File: config.mk
export PLATFORM = sky130hd
export DESIGN_NAME = wdt_supervisor
export DESIGN_NICKNAME = d
export VERILOG_FILES = /design/src/rtl/wdt_pkg.sv /design/src/rtl/wdt_sync.sv /design/src/rtl/wdt_fall_detect.sv /design/src/rtl/wdt_frame_counter.sv /design/src/rtl/wdt_supervisor.sv
export SDC_FILE = /design/constraint.sdc
export NUM_CORES = 1
export LEC_CHECK = 0
export BUFFER_PORTS_ARGS = -buffer_cell sky130_fd_sc_hd__buf_2
export CORE_ASPECT_RATIO = 1.4
export CORE_MARGIN = 4
export CORE_UTILIZATION = 45
export DETAILED_ROUTE_END_ITERATION = 10
export PLACE_DENSITY = 0.76
export SYNTH_ARGS = -nofsm -noshare
export SYNTH_HDL_FRONTEND = slang
export SYNTH_SLANG_ARGS = --single-unit
File: constraint.sdc
create_clock -name clk -period 3.4 [get_ports clk]
set_input_delay 0.51 -clock clk [delete_from_list [all_inputs] [get_ports clk]]
set_output_delay 0.51 -clock clk [all_outputs]
set_load 0.01 [all_outputs]
File: src/rtl/wdt_pkg.sv
// Shared types for the timeout watchdog supervisor.
// Assumes: one enum value per supervisor phase; encoding is free.
package wdt_pkg;
    typedef enum logic [2:0] {
        ST_DISABLED,
        ST_STARTUP,
        ST_MONITOR,
        ST_FAULT,
        ST_LATCHED,
        ST_MANUAL
    } wdt_state_e;
endpackage

File: src/rtl/wdt_sync.sv
// Multi-stage synchroniser for an asynchronous level input.
// Assumes: the input changes slowly relative to clk; the output is reset to RESET_VAL.
module wdt_sync #(
    parameter int   STAGES    = 2,
    parameter logic RESET_VAL = 1'b1
) (
    input  logic clk,
    input  logic rst_n,
    input  logic d,
    output logic q
);
    logic [STAGES-1:0] chain;

    for (genvar i = 0; i < STAGES; i++) begin : g_stage
        // Each stage resamples the previous one (stage 0 takes the raw input).
        if (i == 0) begin : g_first
            always_ff @(posedge clk) begin
                if (!rst_n) chain[i] <= RESET_VAL;
                else        chain[i] <= d;
            end
        end else begin : g_next
            always_ff @(posedge clk) begin
                if (!rst_n) chain[i] <= RESET_VAL;
                else        chain[i] <= chain[i-1];
            end
        end
    end

    assign q = chain[STAGES-1];
endmodule

File: src/rtl/wdt_fall_detect.sv
// Falling-edge detector on an already synchronised level.
// Assumes: the level idles high, so the history flop resets to 1.
module wdt_fall_detect (
    input  logic clk,
    input  logic rst_n,
    input  logic lvl,
    output logic fall
);
    logic lvl_d;

    // Keep the previous level for edge comparison.
    always_ff @(posedge clk) begin
        if (!rst_n) lvl_d <= 1'b1;
        else        lvl_d <= lvl;
    end

    assign fall = lvl_d & ~lvl;

    AST_FALL_SINGLE: assert property (@(posedge clk) disable iff (!rst_n)
        fall |=> !fall);
endmodule

File: src/rtl/wdt_frame_counter.sv
// Tick counter for one frame; flags expiry on the tick that completes the period.
// Assumes: the owner clears it on every frame entry; period 0 behaves as 1.
module wdt_frame_counter #(
    parameter int CW = 16
) (
    input  logic          clk,
    input  logic          rst_n,
    input  logic          clr,
    input  logic          tick,
    input  logic [CW-1:0] period,
    output logic          expire
);
    localparam int EW = CW + 1;

    logic [CW-1:0] cnt;
    logic [EW-1:0] cnt_inc;

    assign cnt_inc = {1'b0, cnt} + {{CW{1'b0}}, 1'b1};
    assign expire  = tick && (cnt_inc >= {1'b0, period});

    // Count ticks within the current frame, starting again on clear.
    always_ff @(posedge clk) begin
        if (!rst_n)                cnt <= '0;
        else if (clr)              cnt <= '0;
        else if (tick && !expire)  cnt <= cnt_inc[CW-1:0];
    end

    AST_NO_TICK_NO_COUNT: assert property (@(posedge clk) disable iff (!rst_n)
        (!tick && !clr) |=> $stable(cnt));
endmodule

File: src/rtl/wdt_supervisor.sv
// Timeout watchdog supervisor: startup-delay frame, monitoring frame,
// timed or latched fault, manual reset and silent disable.
// Assumes: tick_en is a one-cycle strobe; frame_restart is a one-cycle pulse
// from the period selector; kick_in and mrst_n_in are asynchronous.
module wdt_supervisor
    import wdt_pkg::*;
#(
    parameter int CW          = 16,
    parameter int SYNC_STAGES = 2
) (
    input  logic          clk,
    input  logic          rst_n,
    input  logic          tick_en,
    input  logic          kick_in,
    input  logic          wd_enable,
    input  logic          mrst_n_in,
    input  logic          frame_restart,
    input  logic          latch_mode,
    input  logic [CW-1:0] timeout_ticks,
    input  logic [CW-1:0] startup_ticks,
    input  logic [CW-1:0] assert_ticks,
    output logic          fault_n
);
    wdt_state_e    state, nxt;
    logic          kick_s, mr_s, kick_fall;
    logic          clr, expire;
    logic [CW-1:0] period;
    wdt_state_e    fault_target;

    wdt_sync #(.STAGES(SYNC_STAGES), .RESET_VAL(1'b1)) u_kick_sync (
        .clk(clk), .rst_n(rst_n), .d(kick_in), .q(kick_s));

    wdt_sync #(.STAGES(SYNC_STAGES), .RESET_VAL(1'b1)) u_mr_sync (
        .clk(clk), .rst_n(rst_n), .d(mrst_n_in), .q(mr_s));

    wdt_fall_detect u_kick_edge (
        .clk(clk), .rst_n(rst_n), .lvl(kick_s), .fall(kick_fall));

    wdt_frame_counter #(.CW(CW)) u_frame (
        .clk(clk), .rst_n(rst_n), .clr(clr), .tick(tick_en),
        .period(period), .expire(expire));

    // Pick the length of the frame that the current phase is timing.
    always_comb begin
        case (state)
            ST_STARTUP: period = startup_ticks;
            ST_FAULT:   period = assert_ticks;
            default:    period = timeout_ticks;
        endcase
    end

    assign fault_target = latch_mode ? ST_LATCHED : ST_FAULT;

    // Next phase and counter clear, highest-priority condition first.
    always_comb begin
        nxt = state;
        clr = 1'b1;
        if (!mr_s) begin
            nxt = ST_MANUAL;
        end else if (state == ST_MANUAL) begin
            nxt = wd_enable ? ST_STARTUP : ST_DISABLED;
        end else if (!wd_enable) begin
            nxt = ST_DISABLED;
        end else if (state == ST_DISABLED) begin
            nxt = ST_MONITOR;
        end else if (frame_restart && (state == ST_STARTUP || state == ST_MONITOR)) begin
            nxt = ST_MONITOR;
        end else begin
            case (state)
                ST_STARTUP: begin
                    if (startup_ticks == '0 || kick_fall) nxt = ST_MONITOR;
                    else if (expire)                      nxt = fault_target;
                    else                                  clr = 1'b0;
                end
                ST_MONITOR: begin
                    if (kick_fall)   nxt = ST_MONITOR;
                    else if (expire) nxt = fault_target;
                    else             clr = 1'b0;
                end
                ST_FAULT: begin
                    if (expire) nxt = ST_STARTUP;
                    else        clr = 1'b0;
                end
                ST_LATCHED: begin
                    if (kick_fall) nxt = ST_STARTUP;
                    else           clr = 1'b0;
                end
                default: nxt = ST_DISABLED;
            endcase
        end
    end

    // Phase register; power-on reset opens the startup-delay frame.
    always_ff @(posedge clk) begin
        if (!rst_n) state <= ST_STARTUP;
        else        state <= nxt;
    end

    // Registered active-low output, low in every asserting phase.
    always_ff @(posedge clk) begin
        if (!rst_n) fault_n <= 1'b1;
        else        fault_n <= !(nxt == ST_FAULT || nxt == ST_LATCHED || nxt == ST_MANUAL);
    end

    AST_MR_FORCES_FAULT: assert property (@(posedge clk) disable iff (!rst_n)
        !mr_s |=> !fault_n);
    AST_DISABLE_RELEASES: assert property (@(posedge clk) disable iff (!rst_n)
        (mr_s && !wd_enable) |=> fault_n);
    AST_STARTUP_SILENT: assert property (@(posedge clk) disable iff (!rst_n)
        (state == ST_STARTUP && mr_s && wd_enable && !expire) |=> fault_n);
    AST_KICK_KEEPS_MONITOR: assert property (@(posedge clk) disable iff (!rst_n)
        (state == ST_MONITOR && kick_fall && mr_s && wd_enable)
        |=> (state == ST_MONITOR && fault_n));
    AST_FAULT_ENDS_IN_STARTUP: assert property (@(posedge clk) disable iff (!rst_n)
        (state == ST_FAULT && expire && mr_s && wd_enable)
        |=> (state == ST_STARTUP && fault_n));
    AST_LATCH_HOLDS: assert property (@(posedge clk) disable iff (!rst_n)
        (state == ST_LATCHED && mr_s && wd_enable && !kick_fall) |=> !fault_n);
    AST_RESTART_IGNORED_IN_FAULT: assert property (@(posedge clk) disable iff (!rst_n)
        (state == ST_FAULT && frame_restart && mr_s && wd_enable && !expire)
        |=> (state == ST_FAULT));
endmodule

==> out/results.ini <==
[global_route]
grt_max_degree = 17
grt_pass1_vias = 2012
grt_pass1_wl_um = 8521
antenna_found_initial = 0
grt_overflow = 0
track_usage = 0.1778

[floorplanning]
initial_core_util = 0.4704
die_area_um2 = 5965
die_w_um = 66.43
core_area_um2 = 4572
die_h_um = 89.80
rows = 29
io_pins = 57

[final_layout]
drive_gt1_frac = 0.2857
n_antenna_cell = 0
design_area_um2 = 2640
areaGrowthSynthToFinish_pct = 22.75
fin_nets = 403
fill_cells = 430
seq_area_um2 = 501.7
multiInputGateArea_um2 = 1599

[synthesis]
syn-cell-area_um2 = 2151
synth_seq_area_share = 0.2327
synth_edf_count = 0
syn-mean-instance-area_um2 = 8.086
synth_cell_types = 47
ys_async_sr_fraction = 0
synth_cells = 266
syn_nets = 339
ys.warnings.count = 0
synth_flop_cell = dfxtp_1
synth-seq-cells = 25

[clocking]
clkTransAtPathRegs_ps = 80
cts_max_level = 1
root_buffer = clkbuf_8
post-cts-setup-buffers = 0
clock_path_buffers = 2
insertion_delay_ps = 270
numCtsBuffers = 3
clock_sinks = 25
cts_tree = yes

[pwr]
cellPowerDensity_nw_per_um2 = 250.2
p_leak_nw = 1.105
max-vdd-ir-drop_uv = 116.1

[placement]
io_buffer_count = 56
post_dp_cell_area_um2 = 2570
hpwl_um = 4211
gp_congestion = 0.8833

[sta]
fmax_mhz = 310.6
maxSlewHeadroom = 0.7237
hold_viol_final = 0
setup_viol = 0
worstMarginPinSlew_ps = 414.5
fin_setup_tns_ps = 0
fin_skew_ps = 1.074
fin_crit_ps = 3219
rsz0062_at_grt = no
fin_crit_sh = 0.9469
slew_violations = 0

[worst_setup_path]
criticalPathCategory = reg2reg
worst-path-max-fanout = 5
end_kind = flip-flop
cp-start-kind = flip-flop
required_ps = 3570
crit_arrival_ps = 3390

[status]
outcome = complete, no violations

[detailed_routing]
vias_per_cell = 5.294
drt-initial-drc-count = 117
ant_nets = 0
dr.pass1.iters = 4
drc_errors = 0
post_drt_wl_per_cell_um = 13.07
vias = 2070
totalWireLength_um = 5109

[min_path]
hold_class = reg2reg

[run]
drv_cap = 0

## layout make-up
cell class | count | area share
well taps | 62 | 0.02938
inverters | 7 | 0.009953
clock buffers | 4 | 0.01706
flip-flops and latches | 25 | 0.1900
multi-input cells | 224 | 0.6057
repair buffers | 69 | 0.1479
## cell usage in the layout, fill, tap and decap left out, drive strengths merged, types with 3 or more instances in the layout
| cell | count |
|---|---|
| buf | 69 |
| nor2 | 36 |
| xnor2 | 25 |
| dfxtp | 25 |
| a21oi | 22 |
| ha | 17 |
| mux2i | 16 |
| nand2 | 15 |
| nor3 | 12 |
| nand2b | 9 |
| nand3 | 9 |
| o21ai | 8 |
| inv | 7 |
| nor4 | 5 |
| and3 | 4 |
| xor2 | 4 |
| or2 | 4 |
| a31oi | 4 |
| clkbuf | 4 |
| or4 | 4 |
| and2 | 3 |
| o211ai | 3 |
| nor3b | 3 |
## metal layers
metal	wire length [µm]	part of all wire	vias up	GRT usage
met3	273	0.053	9	0.03117
met1	2235	0.44	927	0.2120
li1	-	-	1080	-
met4	116	0.023	0	0.07627
met2	2484	0.49	54	0.3032
met5	0	0	-	0
## report_power, final
group / internal (mW) / leakage (nW) / switching (mW)
combinational: 0.0855 / 0.879 / 0.0952
sequential: 0.299 / 0.204 / 0.00674
clock: 0.0839 / 0.0228 / 0.0905
total: 0.468 / 1.11 / 0.192
## repair_timing
item	in CTS	in global routing
hold buffers	0	0
endpoints found under the setup margin	0	19
resized for setup	0	6
hold endpoints to repair	0	0
## through the flow
stage | util | instances | hold slack, ps | setup WS (ps) | power, mW
4_1_cts | 0.5720 | 391 | 410.2 | 82.68 | 0.6666
6_report | 0.5774 | 391 | 414.1 | 180.7 | 0.6605
5_1_grt | 0.5774 | 391 | 414.7 | 22.94 | 0.7033
2_1_floorplan | - | 266 | 386.3 | 31.86 | 0.4242
3_5_place_dp | 0.5621 | 387 | 398.5 | 99.18 | 0.4899
3_3_place_gp | 0.5621 | 387 | 387.3 | 155.1 | 0.4872
## cell families (layout without fill, tap and decap cells)
kind of cell	after synthesis	after routing	share of synthesized area
buffers and inverters	17	80	0.03490
and+or+nand+nor	111	111	0.2728
AOI/OAI and AO/OA	51	51	0.1681
DFF	25	25	0.2327
muxes	16	16	0.07446
adders and majority gates	17	17	0.09889
xor gates and xnor gates	29	29	0.1181
## registers in the layout, indices dropped and copies added (netlist names)
register           flops
u_mr_sync.chain        1
u_kick_sync.q          1
u_mr_sync.q            1
state                  3
u_kick_edge.lvl_d      1
u_frame.cnt           16
fault_n                1
u_kick_sync.chain      1
## worst max-delay path, stage by stage (launching register included)
cell and delay, ps:
dfxtp_1 380, ha_1 210, nand3_1 130, nor3_2 200, buf_4 150, xnor2_1 130, ha_1 280, and4_1 230
a221oi_1 250, o21ai_1 130, o211a_1 300, or2_1 250, a221o_1 340, and2_1 160
## Yosys cell counts, drive strengths merged (2+ instances only)
library cell,number,area [µm²]
nor2b,2,12.51
xor2,4,35.03
nor4,5,31.28
o21ai,8,40.03
nor3b,3,22.52
o41ai,2,36.29
a31oi,4,40.04
a21o,2,15.01
and3,4,25.02
nand3,9,45.04
nand2,15,56.30
dfxtp,25,500.5
or2,4,25.03
buf,2,18.76
inv,7,26.28
nand4,2,12.51
a21oi,22,110.1
clkbuf,8,30.03
mux2i,16,160.2
and2,3,18.77
ha,17,212.7
nand2b,9,56.30
nor2,36,160.2
o211ai,3,22.52
nor3,12,60.06
or4,4,37.53
xnor2,25,219.0
## final timing paths
path | from | to | slack [ps] | cells past startpoint
worst max register to register | u_frame.cnt[1]$_SDFFE_PP0P_ | state[1]$_SDFF_PN0_ | 180 | 13
worst min-delay path | u_mr_sync.chain[0]$_SDFF_PN1_ | u_mr_sync.q$_SDFF_PN1_ | 410 | 1
worst min register to register | u_mr_sync.chain[0]$_SDFF_PN1_ | u_mr_sync.q$_SDFF_PN1_ | 410 | 1
worst max-delay path | u_frame.cnt[1]$_SDFFE_PP0P_ | state[1]$_SDFF_PN0_ | 180 | 13
Note: power is estimated with default switching activity, not from simulation.
